==> src/rtl/adc_seq.sv <==
`timescale 1ns/1ps
module adc_seq #(
  parameter int unsigned CLK_HZ     = 200_000_000,
  parameter int unsigned DW         = 14,
  parameter int unsigned START_CYC  = 2,
  parameter int unsigned RD_CYC     = 3,
  parameter int unsigned T_CONV_NS  = 2200,
  parameter int unsigned T_ACQ_NS   = 400,
  parameter int unsigned T_THRU_NS  = 2500,
  parameter int unsigned T_NAP_NS   = 200,
  parameter int unsigned T_SLEEP_NS = 20_000_000
) (
  input  logic          clk,
  input  logic          rst_n,
  input  logic          req_i,
  input  logic [1:0]    mode_i,
  input  logic          ready_i,
  output logic [DW-1:0] dout_o,
  output logic          valid_o,
  output logic          convst_n_o,
  output logic          cs_n_o,
  output logic          rd_n_o,
  output logic          nap_o,
  output logic          sleep_o,
  input  logic [DW-1:0] adc_data_i
);
  localparam longint NSPS     = 1_000_000_000;
  localparam longint CONV_CYC = (longint'(T_CONV_NS)  * longint'(CLK_HZ) + NSPS - 1) / NSPS;
  localparam longint ACQ_CYC  = (longint'(T_ACQ_NS)   * longint'(CLK_HZ) + NSPS - 1) / NSPS;
  localparam longint THR_CYC  = (longint'(T_THRU_NS)  * longint'(CLK_HZ) + NSPS - 1) / NSPS;
  localparam longint NAP_CYC  = (longint'(T_NAP_NS)   * longint'(CLK_HZ) + NSPS - 1) / NSPS;
  localparam longint SLP_CYC  = (longint'(T_SLEEP_NS) * longint'(CLK_HZ) + NSPS - 1) / NSPS;
  localparam longint M1   = (CONV_CYC > THR_CYC) ? CONV_CYC : THR_CYC;
  localparam longint M2   = (ACQ_CYC > NAP_CYC) ? ACQ_CYC : NAP_CYC;
  localparam longint M3   = (M1 > M2) ? M1 : M2;
  localparam longint MAXC = (M3 > SLP_CYC) ? M3 : SLP_CYC;
  localparam int     CW   = $clog2(MAXC + 1) + 1;

  localparam logic [CW-1:0] L_START = CW'(START_CYC - 1);
  localparam logic [CW-1:0] L_CONV  = CW'(CONV_CYC - longint'(START_CYC) - 1);
  localparam logic [CW-1:0] L_RD    = CW'(RD_CYC - 1);
  localparam logic [CW-1:0] L_THR   = CW'(THR_CYC - 1);
  localparam logic [CW-1:0] L_ACQ   = CW'(ACQ_CYC - 1);
  localparam logic [CW-1:0] L_NAP   = CW'(NAP_CYC - 1);
  localparam logic [CW-1:0] L_SLP   = CW'(SLP_CYC - 1);

  localparam logic [1:0] PD_ON = 2'd0, PD_NAP = 2'd1, PD_SLP = 2'd2;

  typedef enum logic [1:0] {IDLE, START, CONV, READ} st_t;

  st_t           st;
  logic [1:0]    pd, pd_tgt;
  logic [CW-1:0] cnt, thr, acq, wk, wk_n, wake_len;
  logic          pend, want, go, wake_ld;

  assign want     = pend | req_i;
  assign go       = (st == IDLE) && want && (pd == PD_ON) && (wk == '0) &&
                    (thr == '0) && (acq == '0) && !valid_o;
  assign pd_tgt   = want ? PD_ON :
                    (mode_i == 2'd1) ? PD_NAP :
                    (mode_i == 2'd2) ? PD_SLP : PD_ON;
  assign wake_ld  = (st == IDLE) &&
                    (((pd == PD_SLP) && (pd_tgt != PD_SLP)) ||
                     ((pd == PD_NAP) && (pd_tgt == PD_ON)));
  assign wake_len = (pd == PD_SLP) ? L_SLP : L_NAP;
  assign wk_n     = wk - CW'(wk != '0);

  assign convst_n_o = (st != START);
  assign cs_n_o     = (st != READ);
  assign rd_n_o     = (st != READ);
  assign nap_o      = (pd == PD_NAP);
  assign sleep_o    = (pd == PD_SLP);

  always_ff @(posedge clk or negedge rst_n) begin
    if (!rst_n) begin
      st      <= IDLE;
      pd      <= PD_ON;
      cnt     <= '0;
      thr     <= '0;
      acq     <= '0;
      wk      <= '0;
      pend    <= 1'b0;
      valid_o <= 1'b0;
      dout_o  <= '0;
    end else begin
      thr  <= thr - CW'(thr != '0);
      acq  <= acq - CW'(acq != '0);
      wk   <= wake_ld ? ((wk_n > wake_len) ? wk_n : wake_len) : wk_n;
      pend <= want & ~go;
      if (valid_o && ready_i) valid_o <= 1'b0;
      if (st == IDLE) pd <= pd_tgt;
      case (st)
        IDLE:
          if (go) begin
            st  <= START;
            cnt <= L_START;
            thr <= L_THR;
          end
        START:
          if (cnt == '0) begin
            st  <= CONV;
            cnt <= L_CONV;
          end else cnt <= cnt - 1'b1;
        CONV:
          if (cnt == '0) begin
            st  <= READ;
            cnt <= L_RD;
            acq <= L_ACQ;
          end else cnt <= cnt - 1'b1;
        READ:
          if (cnt == '0) begin
            st      <= IDLE;
            dout_o  <= adc_data_i;
            valid_o <= 1'b1;
          end else cnt <= cnt - 1'b1;
        default: st <= IDLE;
      endcase
    end
  end
endmodule

==> config.mk <==
export PLATFORM = sky130hd
export DESIGN_NAME = adc_seq
export DESIGN_NICKNAME = d
export VERILOG_FILES = /design/src/rtl/adc_seq.sv
export SDC_FILE = /design/constraint.sdc
export NUM_CORES = 1
export LEC_CHECK = 0
export ABC_AREA = 1
export BUFFER_PORTS_ARGS = -buffer_cell sky130_fd_sc_hd__buf_2
export CAP_MARGIN = 10
export CORE_AREA = 2 2 139 141
export DETAILED_ROUTE_END_ITERATION = 7
export DIE_AREA = 0 0 141 143
export PLACE_DENSITY = 0.59
export SETUP_SLACK_MARGIN = 0.4
export SYNTH_ARGS = -nofsm -noshare
export SYNTH_HDL_FRONTEND = slang
export SYNTH_SLANG_ARGS = --single-unit
==> constraint.sdc <==
create_clock -name clk -period 3.55 [get_ports clk]
set_input_delay 1.065 -clock clk [delete_from_list [all_inputs] [get_ports clk]]
set_output_delay 1.065 -clock clk [all_outputs]
set_load 0.01 [all_outputs]
==> metrics.cfg <==
[sta]
hold_slack_ns=0.4790
relSlewSlack_pct=32.29
worstMarginPinSlew_ns=1.010
min_period_ns=3.355
fmax_mhz=298.0
tns_ns=0
slew_violations=0
rsz0062_at_grt=yes
hold_violations=0
skew_ns=0.006822
setup_viol=0
fin_crit_sh_pct=94.51

[run]
maxCapViolations=0

[synthesis]
synth_fa_ha_area_share_pct=4.254
synth_flop_cell=dfrtp_1
ys_seq_elements=112
synthTopCellsByArea=dfrtp_1, nand2_1, nor2_1
synth.avg_cell_area_um2=7.675
syn_area_um2=6470
postSynthCellCount=843
synth_nets=885
synth-seq-area-share_pct=43.32
yosysWarnings=0
synth_top_family_by_area=simple AND/OR/NAND/NOR gates
synth_cell_types=43
async_flop_share_pct=100.0
synth-simple-area-share_pct=32.45
yosysTopAreaCell=dfrtp_1
synth.area.mux_share_pct=0
synth_compound_area_share_pct=5.512
synth_edf_count=0
netlist.area_leader.share_pct=43.32
synthXorXnorAreaFrac_pct=7.310

[layout]
final_common_cell=nand2_1
final_nets=968
num_antenna_cells=0
final_area_um2=7637
instances_no_fill=1165
final_cell_mix=nand2_1, nor2_1, dfrtp_1
area_growth_syn_to_layout_pct=18.04
drive_above_1_share_pct=15.57

[global_routing]
grt_pass1_vias=5143
antenna_found_initial=0
grt_max_degree=48
grt_use_total_pct=15.29
grt_pass1_wl_um=24900
gr-total-overflow=0

[drt]
num_vias=5479
dr.pass1.iters=4
final_antenna_net_count=0
wl_um=14720
first_iter_violations=311
drc=0
viasPerCell=4.703
wl_per_cell_um=12.63

[clocking]
cts_hold_buf=0
cts_tree=built
insertion_delay_ns=0.35
numClockSinks=112
cts_made_buffers=9
clk_pin_slew_ns=0.07
htreeDepth=3
root_buffer=clkbuf_16
cts_max_path_buffers=2

[die]
start_util_pct=34.82
fp.dieW_um=141
num_rows=50
num_io_pins=40
die_h_um=143
die-area_um2=20160
core-area_um2=18580

[pwr]
p_switching_uw=509.3
power_mw=2.344
p_int_mw=1.834
leakage_nw=3.640
power_density_nw_per_um2=306.9
ir_drop_uv=209.3
p_seq_share_pct=54.4
clkPwrFrac_pct=44.0
swShare_pct=21.73
combPwrFrac_pct=1.6

[worst_hold_path]
min_path_type=flop to flop

[worst_setup_path]
critPathLaunchType=flop
endpoint_kind=flop
crit_type=flop to flop
worstPathMaxFanout=14
worstPathArrival_ns=3.60
cp.required_ns=3.79

[placement]
dpl.cell_count=1117
place_congestion=0.8876
dp_hpwl_um=10810
io_buffers=39
placed_cell_area_um2=7029

[run_status]
outcome=finished, final reports clean

registers in the layout, summed over array words and instances (netlist names):
name,count
cnt,23
thr,23
wk,23
pend,1
dout_o,14
acq,23
valid_o,1
pd,2
st,2
synth_stat cells, drive strengths merged (2+ instances only):
master  instances
nand2         208
nor2          163
dfrtp         112
inv           106
nand3          35
xor2           35
nor3           29
o21ai          23
ha             22
a21oi          19
xnor2          19
nand4          15
nor4           14
a21boi          7
buf             7
nand3b          5
a22oi           3
a31oi           3
o22ai           3
or2             3
clkbuf          2
nor3b           2
repair_timing:
action	4_1_cts	5_1_grt
cloned	0	0
buffers inserted	27	5
endpoints found under the setup margin	22	22
resized for setup	19	5
pin swaps	12	1
worst paths after layout:
| check | from | end | slack (ns) | cells past startpoint |
|---|---|---|---|---|
| max reg2reg | wk[20]$_DFF_PN0_ | wk[7]$_DFF_PN0_ | 0.19 | 23 |
| max in group asynchronous | rst_n | wk[16]$_DFF_PN0_ | 2.07 | 2 |
| min reg2reg | dout_o[10]$_DFFE_PN0P_ | dout_o[10]$_DFFE_PN0P_ | 0.48 | 2 |
| min | dout_o[10]$_DFFE_PN0P_ | dout_o[10]$_DFFE_PN0P_ | 0.48 | 2 |
| min in group asynchronous | rst_n | cnt[11]$_DFFE_PN0P_ | 0.66 | 1 |
| max | wk[20]$_DFF_PN0_ | wk[7]$_DFF_PN0_ | 0.19 | 23 |
per-layer routing:
layer / vias up / GRT usage [%] / wire (µm)
met3: 25 / 2.716 / 566
met4: 0 / 6.211 / 317
met1: 2514 / 21.35 / 7398
met2: 96 / 23.57 / 6433
li1: 2844 / - / -
met5: - / 0 / 0
stage by stage:
step | setup slack, ns | utilization, %
2_1_floorplan | 0.3210 | -
3_3_place_gp | 0.08077 | 37.83
3_5_place_dp | 0.03970 | 37.83
4_1_cts | 0.2340 | 40.82
5_1_grt | -0.06339 | 41.10
6_report | 0.1948 | 41.10
power groups by stage:
stage	registers, mW	logic, mW	clock network [mW]
floorplan	1.30	0.000352	0
global placement	1.30	0.0408	0
detailed placement	1.30	0.0405	0
CTS	1.27	0.0408	1.05
global route	1.27	0.0448	1.11
finish	1.27	0.0380	1.03
critical path, stage by stage, from the launching register on:
cell and delay, ns:
dfrtp_1 0.39, nor2_2 0.14, nand3_1 0.10, nor3_2 0.21
nand3_2 0.12, ha_4 0.20, ha_4 0.16, nand2_4 0.08
nor2_4 0.05, nand3b_1 0.12, nor2_2 0.05, nand2_1 0.07
xor2_1 0.16, inv_1 0.08, ha_1 0.27, nand2_1 0.08
inv_2 0.04, a221o_1 0.28, nor2_1 0.11, nand4_2 0.11
nand2_4 0.14, nand2_8 0.11, nand2_2 0.11, nand2_1 0.04
cells by family (layout without fill, tap and decap cells):
family | Yosys count | after routing
AOI/OAI and AO/OA | 62 | 62
adders and majority gates | 22 | 22
and+or+nand+nor | 477 | 477
buffers and inverters | 116 | 204
DFF | 112 | 112
xor gates and xnor gates | 54 | 54
layout make-up:
class / instances / area (µm²)
fill: 1879 / 10940
multi-input combinational: 615 / 3309
sequential: 112 / 2804
timing repair buffer: 81 / 538.0
inverter: 107 / 404.1
tap: 234 / 292.8
clock buffer: 11 / 232.7
clock inverter: 5 / 56.30
Note: power is estimated with default switching activity, not from simulation.
